===== src/rtl/gfc_pkg.sv =====
package gfc_pkg;

  // State codes: the branch from idle and the branch from run each step
  // by one bit, since both depend on an asynchronous request.
  typedef enum logic [2:0] {
    ST_IDLE  = 3'b000,
    ST_ARM   = 3'b001,
    ST_RUN   = 3'b011,
    ST_DRAIN = 3'b010,
    ST_FLUSH = 3'b110,
    ST_DONE  = 3'b111
  } gfc_state_e;

  typedef struct packed {
    logic stop;
    logic start;
  } gfc_req_t;

  typedef struct packed {
    logic done;
    logic flush;
    logic motor;
    logic busy;
  } gfc_outs_t;

  localparam int unsigned REQ_W = $bits(gfc_req_t);

endpackage


===== src/rtl/gfc_strobe_gen.sv =====
module gfc_strobe_gen #(
  parameter int unsigned STATE_DIV  = 8,
  parameter int unsigned SYNC_RATIO = 4,
  parameter int unsigned OUT_PHASE  = 3
) (
  input  logic clk,
  input  logic rst,
  output logic state_tick,
  output logic sync_stb,
  output logic out_stb
);

  localparam int unsigned CW   = (STATE_DIV > 1) ? $clog2(STATE_DIV) : 1;
  localparam int unsigned SPAN = STATE_DIV / SYNC_RATIO;
  localparam logic [CW-1:0] LAST  = CW'(STATE_DIV - 1);
  localparam logic [CW-1:0] PHASE = CW'(OUT_PHASE);

  logic [CW-1:0] phase_q;

  always_ff @(posedge clk) begin
    if (rst)                 phase_q <= '0;
    else if (phase_q == LAST) phase_q <= '0;
    else                     phase_q <= phase_q + 1'b1;
  end

  assign state_tick = (phase_q == LAST);
  assign out_stb    = (phase_q == PHASE);

  // Synchronizing strobe: every base cycle when the span is one,
  // otherwise a sub-counter realigned to each state period.
  generate
    if (SPAN <= 1) begin : g_sync_every
      assign sync_stb = 1'b1;
    end else begin : g_sync_div
      localparam int unsigned SW = $clog2(SPAN);
      localparam logic [SW-1:0] SUB_LAST = SW'(SPAN - 1);
      logic [SW-1:0] sub_q;
      always_ff @(posedge clk) begin
        if (rst || state_tick)     sub_q <= '0;
        else if (sub_q == SUB_LAST) sub_q <= '0;
        else                       sub_q <= sub_q + 1'b1;
      end
      assign sync_stb = (sub_q == '0);
    end
  endgenerate

endmodule


===== src/rtl/gfc_in_hold.sv =====
module gfc_in_hold #(
  parameter int unsigned W      = 2,
  parameter int unsigned STAGES = 2
) (
  input  logic         clk,
  input  logic         rst,
  input  logic         en,
  input  logic [W-1:0] d,
  output logic [W-1:0] q
);

  logic [W-1:0] stage_q [STAGES];

  generate
    for (genvar g = 0; g < STAGES; g++) begin : g_stage
      logic [W-1:0] src;
      if (g == 0) begin : g_first
        assign src = d;
      end else begin : g_next
        assign src = stage_q[g-1];
      end
      always_ff @(posedge clk) begin
        if (rst)     stage_q[g] <= '0;
        else if (en) stage_q[g] <= src;
      end
    end
  endgenerate

  assign q = stage_q[STAGES-1];

endmodule


===== src/rtl/gfc_decode.sv =====
module gfc_decode
  import gfc_pkg::*;
(
  input  gfc_state_e cur,
  input  gfc_req_t   req,
  output gfc_state_e nxt,
  output gfc_outs_t  outs
);

  always_comb begin
    nxt = ST_IDLE;
    unique case (cur)
      ST_IDLE:  nxt = req.start ? ST_ARM : ST_IDLE;
      ST_ARM:   nxt = ST_RUN;
      ST_RUN:   nxt = req.stop ? ST_DRAIN : ST_RUN;
      ST_DRAIN: nxt = ST_FLUSH;
      ST_FLUSH: nxt = ST_DONE;
      ST_DONE:  nxt = ST_IDLE;
      default:  nxt = ST_IDLE;
    endcase
  end

  always_comb begin
    outs       = '0;
    outs.busy  = (cur != ST_IDLE);
    outs.motor = (cur == ST_RUN);
    outs.flush = (cur == ST_DRAIN) || (cur == ST_FLUSH);
    outs.done  = (cur == ST_DONE);
  end

endmodule


===== src/rtl/gfc_out_hold.sv =====
module gfc_out_hold
  import gfc_pkg::*;
(
  input  logic      clk,
  input  logic      rst,
  input  logic      en,
  input  gfc_outs_t d,
  output gfc_outs_t q
);

  always_ff @(posedge clk) begin
    if (rst)     q <= '0;
    else if (en) q <= d;
  end

endmodule


===== src/rtl/glitchfree_ctrl.sv =====
module glitchfree_ctrl
  import gfc_pkg::*;
#(
  parameter int unsigned STATE_DIV   = 8,
  parameter int unsigned SYNC_RATIO  = 4,
  parameter int unsigned OUT_PHASE   = 3,
  parameter int unsigned SYNC_STAGES = 2
) (
  input  logic clk,
  input  logic rst,
  input  logic start_i,
  input  logic stop_i,
  output logic busy_o,
  output logic motor_o,
  output logic flush_o,
  output logic done_o
);

  logic       state_tick;
  logic       sync_stb;
  logic       out_stb;
  gfc_req_t   raw_req;
  gfc_req_t   held_q;
  gfc_state_e state_q;
  gfc_state_e state_nxt;
  gfc_outs_t  outs_dec;
  gfc_outs_t  outs_q;

  gfc_strobe_gen #(
    .STATE_DIV (STATE_DIV),
    .SYNC_RATIO(SYNC_RATIO),
    .OUT_PHASE (OUT_PHASE)
  ) u_strobe (
    .clk       (clk),
    .rst       (rst),
    .state_tick(state_tick),
    .sync_stb  (sync_stb),
    .out_stb   (out_stb)
  );

  assign raw_req.start = start_i;
  assign raw_req.stop  = stop_i;

  gfc_in_hold #(
    .W     (REQ_W),
    .STAGES(SYNC_STAGES)
  ) u_in_hold (
    .clk(clk),
    .rst(rst),
    .en (sync_stb),
    .d  (raw_req),
    .q  (held_q)
  );

  gfc_decode u_decode (
    .cur (state_q),
    .req (held_q),
    .nxt (state_nxt),
    .outs(outs_dec)
  );

  always_ff @(posedge clk) begin
    if (rst)             state_q <= ST_IDLE;
    else if (state_tick) state_q <= state_nxt;
  end

  gfc_out_hold u_out_hold (
    .clk(clk),
    .rst(rst),
    .en (out_stb),
    .d  (outs_dec),
    .q  (outs_q)
  );

  assign busy_o  = outs_q.busy;
  assign motor_o = outs_q.motor;
  assign flush_o = outs_q.flush;
  assign done_o  = outs_q.done;

endmodule


===== config.mk =====
export PLATFORM = sky130hd
export DESIGN_NAME = glitchfree_ctrl
export DESIGN_NICKNAME = d
export VERILOG_FILES = /design/src/rtl/gfc_pkg.sv /design/src/rtl/gfc_strobe_gen.sv /design/src/rtl/gfc_in_hold.sv /design/src/rtl/gfc_decode.sv /design/src/rtl/gfc_out_hold.sv /design/src/rtl/glitchfree_ctrl.sv
export SDC_FILE = /design/constraint.sdc
export NUM_CORES = 1
export LEC_CHECK = 0
export ABC_CLOCK_PERIOD_IN_PS = 1600
export BUFFER_PORTS_ARGS = -buffer_cell sky130_fd_sc_hd__buf_2
export CAP_MARGIN = 30
export CORE_MARGIN = 4
export CORE_UTILIZATION = 40
export CTS_CLUSTER_SIZE = 8
export DETAILED_ROUTE_END_ITERATION = 7
export PLACE_DENSITY_LB_ADDON = 0.05
export SLEW_MARGIN = 20
export SYNTH_ARGS = -nofsm -noshare
export SYNTH_HDL_FRONTEND = slang
export SYNTH_SLANG_ARGS = --single-unit

===== constraint.sdc =====
create_clock -name clk -period 1.6 [get_ports clk]
set_input_delay 0 -clock clk [delete_from_list [all_inputs] [get_ports clk]]
set_output_delay 0 -clock clk [all_outputs]
set_load 0.02 [all_outputs]

## Word level (Yosys, flattened, before mapping)

Memory sizes are Yosys's and may differ from the RTL's.
Cells that the tools add are included.

| word-level totals | value |
|---|---|
| register bits | 11 |
| bits in latches | 0 |
| memory bits (writable) | 4 |
| memory bits (read-only) | 0 |
| output and inout port bits | 4 |
| logic and storage cells | 35 |
| memories kept | 1 |

Memories:

| name | depth | bits a word | rd ports | clocked after memory_dff | write ports | RTL line | text |
|---|---|---|---|---|---|---|---|
| u_in_hold.stage_q | 2 | 2 | 2 | 0 | 2 | gfc_in_hold.sv:12 | `logic [W-1:0] stage_q [STAGES];` |

| operators by class | value |
|---|---|
| add/sub/neg operators | 2 |
| multipliers | 0 |
| divide/modulo/power cells | 0 |
| magnitude comparators | 0 |
| eq/ne operators | 7 |
| shifts and indexed selects | 0 |
| mux-type cells | 10 |
| bitwise gates (word level) | 2 |
| reduce and logical (&&, ||, !) cells | 6 |

Operators by type and width:

| kind | number |
|---|---|
| one-hot mux 3 bit (5 select lines) | 1 |
| equality test 3 x 2 -> 1 bit (second input constant) | 3 |
| equality test 3 bit (second input constant) | 3 |
| two-way mux 1 bit | 7 |
| two-way mux 2 bit | 2 |
| OR reduction 2 bit | 2 |
| adder 3 x 1 -> 3 bit (second input constant) | 1 |
| equality test 3 x 1 -> 1 bit (second input constant) | 1 |
| zero test 3 bit | 1 |
| nonzero test 3 bit | 1 |
| logical OR 1 bit | 2 |
| bitwise OR 1 bit | 2 |
| adder 1 bit (second input constant) | 1 |

## Depth between registers and ports, before layout

| depth | value |
|---|---|
| word-level depth | 4 |
| gate-level depth with buffers | 6 |
| depth with buffers taken out | 5 |

## Modules after synthesis

Synthesis repeated with hierarchy kept, for this count alone.

| unflattened totals | value |
|---|---|
| cell total of the unflattened synthesis | 57 |
| area total of the unflattened synthesis | 629.4 um^2 |

By module, submodules not included:

| module | times used | cells each | area each (um^2) | seq. area each (um^2) |
|---|---|---|---|---|
| gfc_in_hold | 1 | 9 | 161.4 | 120.1 |
| gfc_strobe_gen | 1 | 13 | 152.6 | 80.1 |
| gfc_out_hold | 1 | 13 | 140.1 | 80.1 |
| glitchfree_ctrl | 1 | 9 | 101.3 | 60.1 |
| gfc_decode | 1 | 13 | 73.8 | 0.0 |

## Worst setup path before layout

OpenSTA, ideal clock, no wires.

| timing | value |
|---|---|
| path type | reg2reg |
| start point | register u_strobe.phase_q[0] |
| end point | register state_q[1] |
| library setup time | 65 ps |
| arrival | 1152 ps |
| data required time | 1535 ps |
| setup slack | 383 ps |
| stages on the path, launching flop included | 7 |
| cells stage by stage | dfxtp_1 > ha_1 > ha_1 > buf_4 > nand2_1 > mux2i_1 > nor2b_1 |

| between the ends | value |
|---|---|
| word-level cells in the longest chain between the ends | 1 |

RTL lines:

| element | RTL line | text |
|---|---|---|
| start, declared | gfc_strobe_gen.sv:18 | `logic [CW-1:0] phase_q;` |
| start signal, assigned | gfc_strobe_gen.sv:23 | `else phase_q <= phase_q + 1'b1;` |
| equality test 3 bit | gfc_strobe_gen.sv:26 | `assign state_tick = (phase_q == LAST);` |
| end signal, assigned | glitchfree_ctrl.sv:64 | `else if (state_tick) state_q <= state_nxt;` |
| end, declared | glitchfree_ctrl.sv:24 | `gfc_state_e state_q;` |

Every way passes these cells.
A chain may end at the register's enable or synchronous reset.

## Final worst setup path

| timing | value |
|---|---|
| start point | register u_strobe.phase_q[0] |
| end point | register state_q[0] |

Same word-level chain as after synthesis.

==> results.yml <==
clocking:
  clock-sinks: 15
  cts_root_buffer: "clkbuf_4"
  ctsHtreeMaxLevel: 1
  path_clk_slew_ns: 0.08
  numCtsBuffers: 3
  post_cts_resized: 0
  clockBufferDepth: 2
  cts_tree: "done"
  clk_latency_ns: 0.28
global_route:
  grt_overflow_total: 0
  grt_pass1_wl_mm: 1.51
  top_usage_layer: "met2"
  grt_use_total_pct: 9.90
  grtUsageMet1_pct: 13.1
  grt_pass1_vias: 351
  antenna_found_initial: 0
  use_met3_pct: 5.86
  grt_max_degree: 14
  met2_usage_pct: 14.8
route:
  avgRoutedWirePerCell_um: 10.9
  drt_iter0_markers: 9
  vias: 400
  detail-route-antenna-nets: 0
  drc: 0
  via_per_inst: 4.94
  first_pass_iters: 4
  totalWireLength_um: 880
yosys:
  synthMuxAreaShare_pct: 5.02
  synth_top_family_by_area: "simple AND/OR/NAND/NOR gates"
  synth_cell_types: 21
  synth-xor-area-share_pct: 0
  syn-num-nets: 62
  synth_top_area_share_pct: 36.8
  synth.most_common_cell: "dfxtp_1"
  async_reset_ff_share_pct: 0
  ys_top_cells_by_count: "dfxtp_1 (11), nor3_1 (5)"
  yosysSeqAreaShare_pct: 56.9
  netlist.top_cell.by_area: "dfxtp_1"
  yosysWarnings: 0
  synth_compound_area_share_pct: 5.44
  synthSimpleGateAreaFrac_pct: 23.0
  netlist_area_um2: 598
  syn_inst: 55
  synthTopCellsByArea: "dfxtp_1 (37%), edfxtp_1 (20%), ha_1 (6.3%)"
  avgSynthCellArea_um2: 10.9
  synthAdderAreaFrac_pct: 6.28
  synth_seq_cells: 15
  ys_dominant_reg_cell: "dfxtp_1"
  synth-edff-count: 4
layout:
  fin_nets: 74
  area_growth_pct: 14.6
  drive_gt1_share_pct: 15.2
  diodes: 0
floorplanning:
  num_rows: 13
  ios: 8
  die_h_um: 46.7
  start_util_pct: 44.3
  fp.dieW_um: 46.7
  core-area_um2: 1350
  dieArea_um2: 2180
placement:
  dp_slack_ns: 0.219
  gp_congestion: 0.643
  portBuffers: 7
  hpwl_um: 637
timing:
  fmax_mhz: 735
  finalHoldWorstSlack_ns: 0.0494
  final_hold_viol_count: 0
  setup_slack_ns: 0.239
  tightest_slew_ns: 0.310
  period_minus_slack_ns: 1.36
  skew_ns: 0.00320
  relSlewSlack_pct: 79.3
  setup_violations: 0
  tns_ns: 0
  rsz0062_at_grt: "false"
  slew_viol_final: 0
  min_period_over_period_pct: 85.0
outcome:
  status: "finished clean"
power_and_ir_drop:
  p_leak_nw: 0.280
  ir_worst_vdd_uv: 576
  report.power.total_mw: 0.663
  powerDensity_nw_per_um2: 968
min_path:
  hp-class: "input pin to register"
critical_path:
  cp-start-kind: "register"
  worst_setup_path_end_kind: "register"
  critical_path_arrival_ns: 1.52
  cp.required_ns: 1.76
  setup.worst_path.class: "register to register"
  crit_fanout: 9
job:
  maxCapViolations: 0
cell families after synthesis:
family / count (synthesis)
fa+ha+maj: 3
flops: 15
mux: 3
simple gates: 25
buf+inv: 4
compound gates: 5
through the flow:
stage | instances | instance area, µm² | utilization (%)
after global routing | 81 | 686 | 50.8
final | 81 | 686 | 50.8
after CTS | 81 | 686 | 50.8
after detailed placement | 75 | 639 | 47.4
after global placement | 75 | 639 | 47.4
after floorplan | 55 | 598 | -
layout make-up:
type / instances / area, µm²
timing repair buffer: 9 / 55.1
clock buffer: 4 / 26.3
fill: 132 / 664
inverter: 2 / 7.51
tap: 15 / 18.8
multi-input combinational: 36 / 238
sequential: 15 / 340
worst paths after layout:
kind | endpoint | from | cells after the start | slack, ns
worst min register to register | u_strobe.phase_q[0]$_SDFF_PP0_ | u_strobe.phase_q[0]$_SDFF_PP0_ | 1 | 0.43
worst max-delay path | state_q[0]$_SDFFE_PP0P_ | u_strobe.phase_q[0]$_SDFF_PP0_ | 5 | 0.24
worst max register to register | state_q[0]$_SDFFE_PP0P_ | u_strobe.phase_q[0]$_SDFF_PP0_ | 5 | 0.24
worst min-delay path | state_q[2]$_SDFFE_PP0P_ | rst | 2 | 0.05
flip-flops by register name, indices dropped and copies added, names as in the netlist:
signal                     count
u_in_hold.stage_q              4
u_out_hold.q                   4
state_q                        3
u_strobe.phase_q               3
u_strobe.g_sync_div.sub_q      1
worst max-delay path, cell delays in order (launching register included):
cell,delay [ns]
dfxtp_1,0.34
ha_1,0.17
ha_1,0.34
nand2b_1,0.09
a221oi_1,0.23
nor3_1,0.08
placed cells by master, fill, tap and decap left out:
cell,Yosys,layout
buf_2,1,7
and2b_1,1,1
and2_1,4,4
nand4b_1,1,1
dlygate4sd3_1,0,2
nor2_1,4,4
inv_1,2,2
a221oi_1,1,1
a211oi_1,1,1
nor3b_1,1,1
clkbuf_4,0,3
mux2i_1,3,3
nand2_1,3,3
nand2b_1,4,4
nor2b_1,1,1
nand4_1,1,1
ha_1,3,3
dfxtp_1,11,11
nor3_1,5,5
o22ai_1,1,1
a21oi_1,2,2
edfxtp_1,4,4
clkbuf_1,0,1
where the power goes:
part / switching [mW] / internal (mW) / leakage (nW)
logic: 0.0208 / 0.0197 / 0.130
clock network: 0.111 / 0.0967 / 0.0150
registers: 0.00718 / 0.409 / 0.135
total: 0.139 / 0.525 / 0.280
layer usage:
metal | wire, µm | share of wire [%]
met1 | 427 | 49
met4 | 0 | 0
met5 | 0 | 0
met2 | 395 | 45
met3 | 57 | 6.5
what timing repair did:
action	4_1_cts	5_1_grt
endpoints found under the hold margin	2	0
setup buffers	0	0
endpoints found under the setup margin	0	0
hold buffers	2	0
Power figures use the tool's default switching activity.
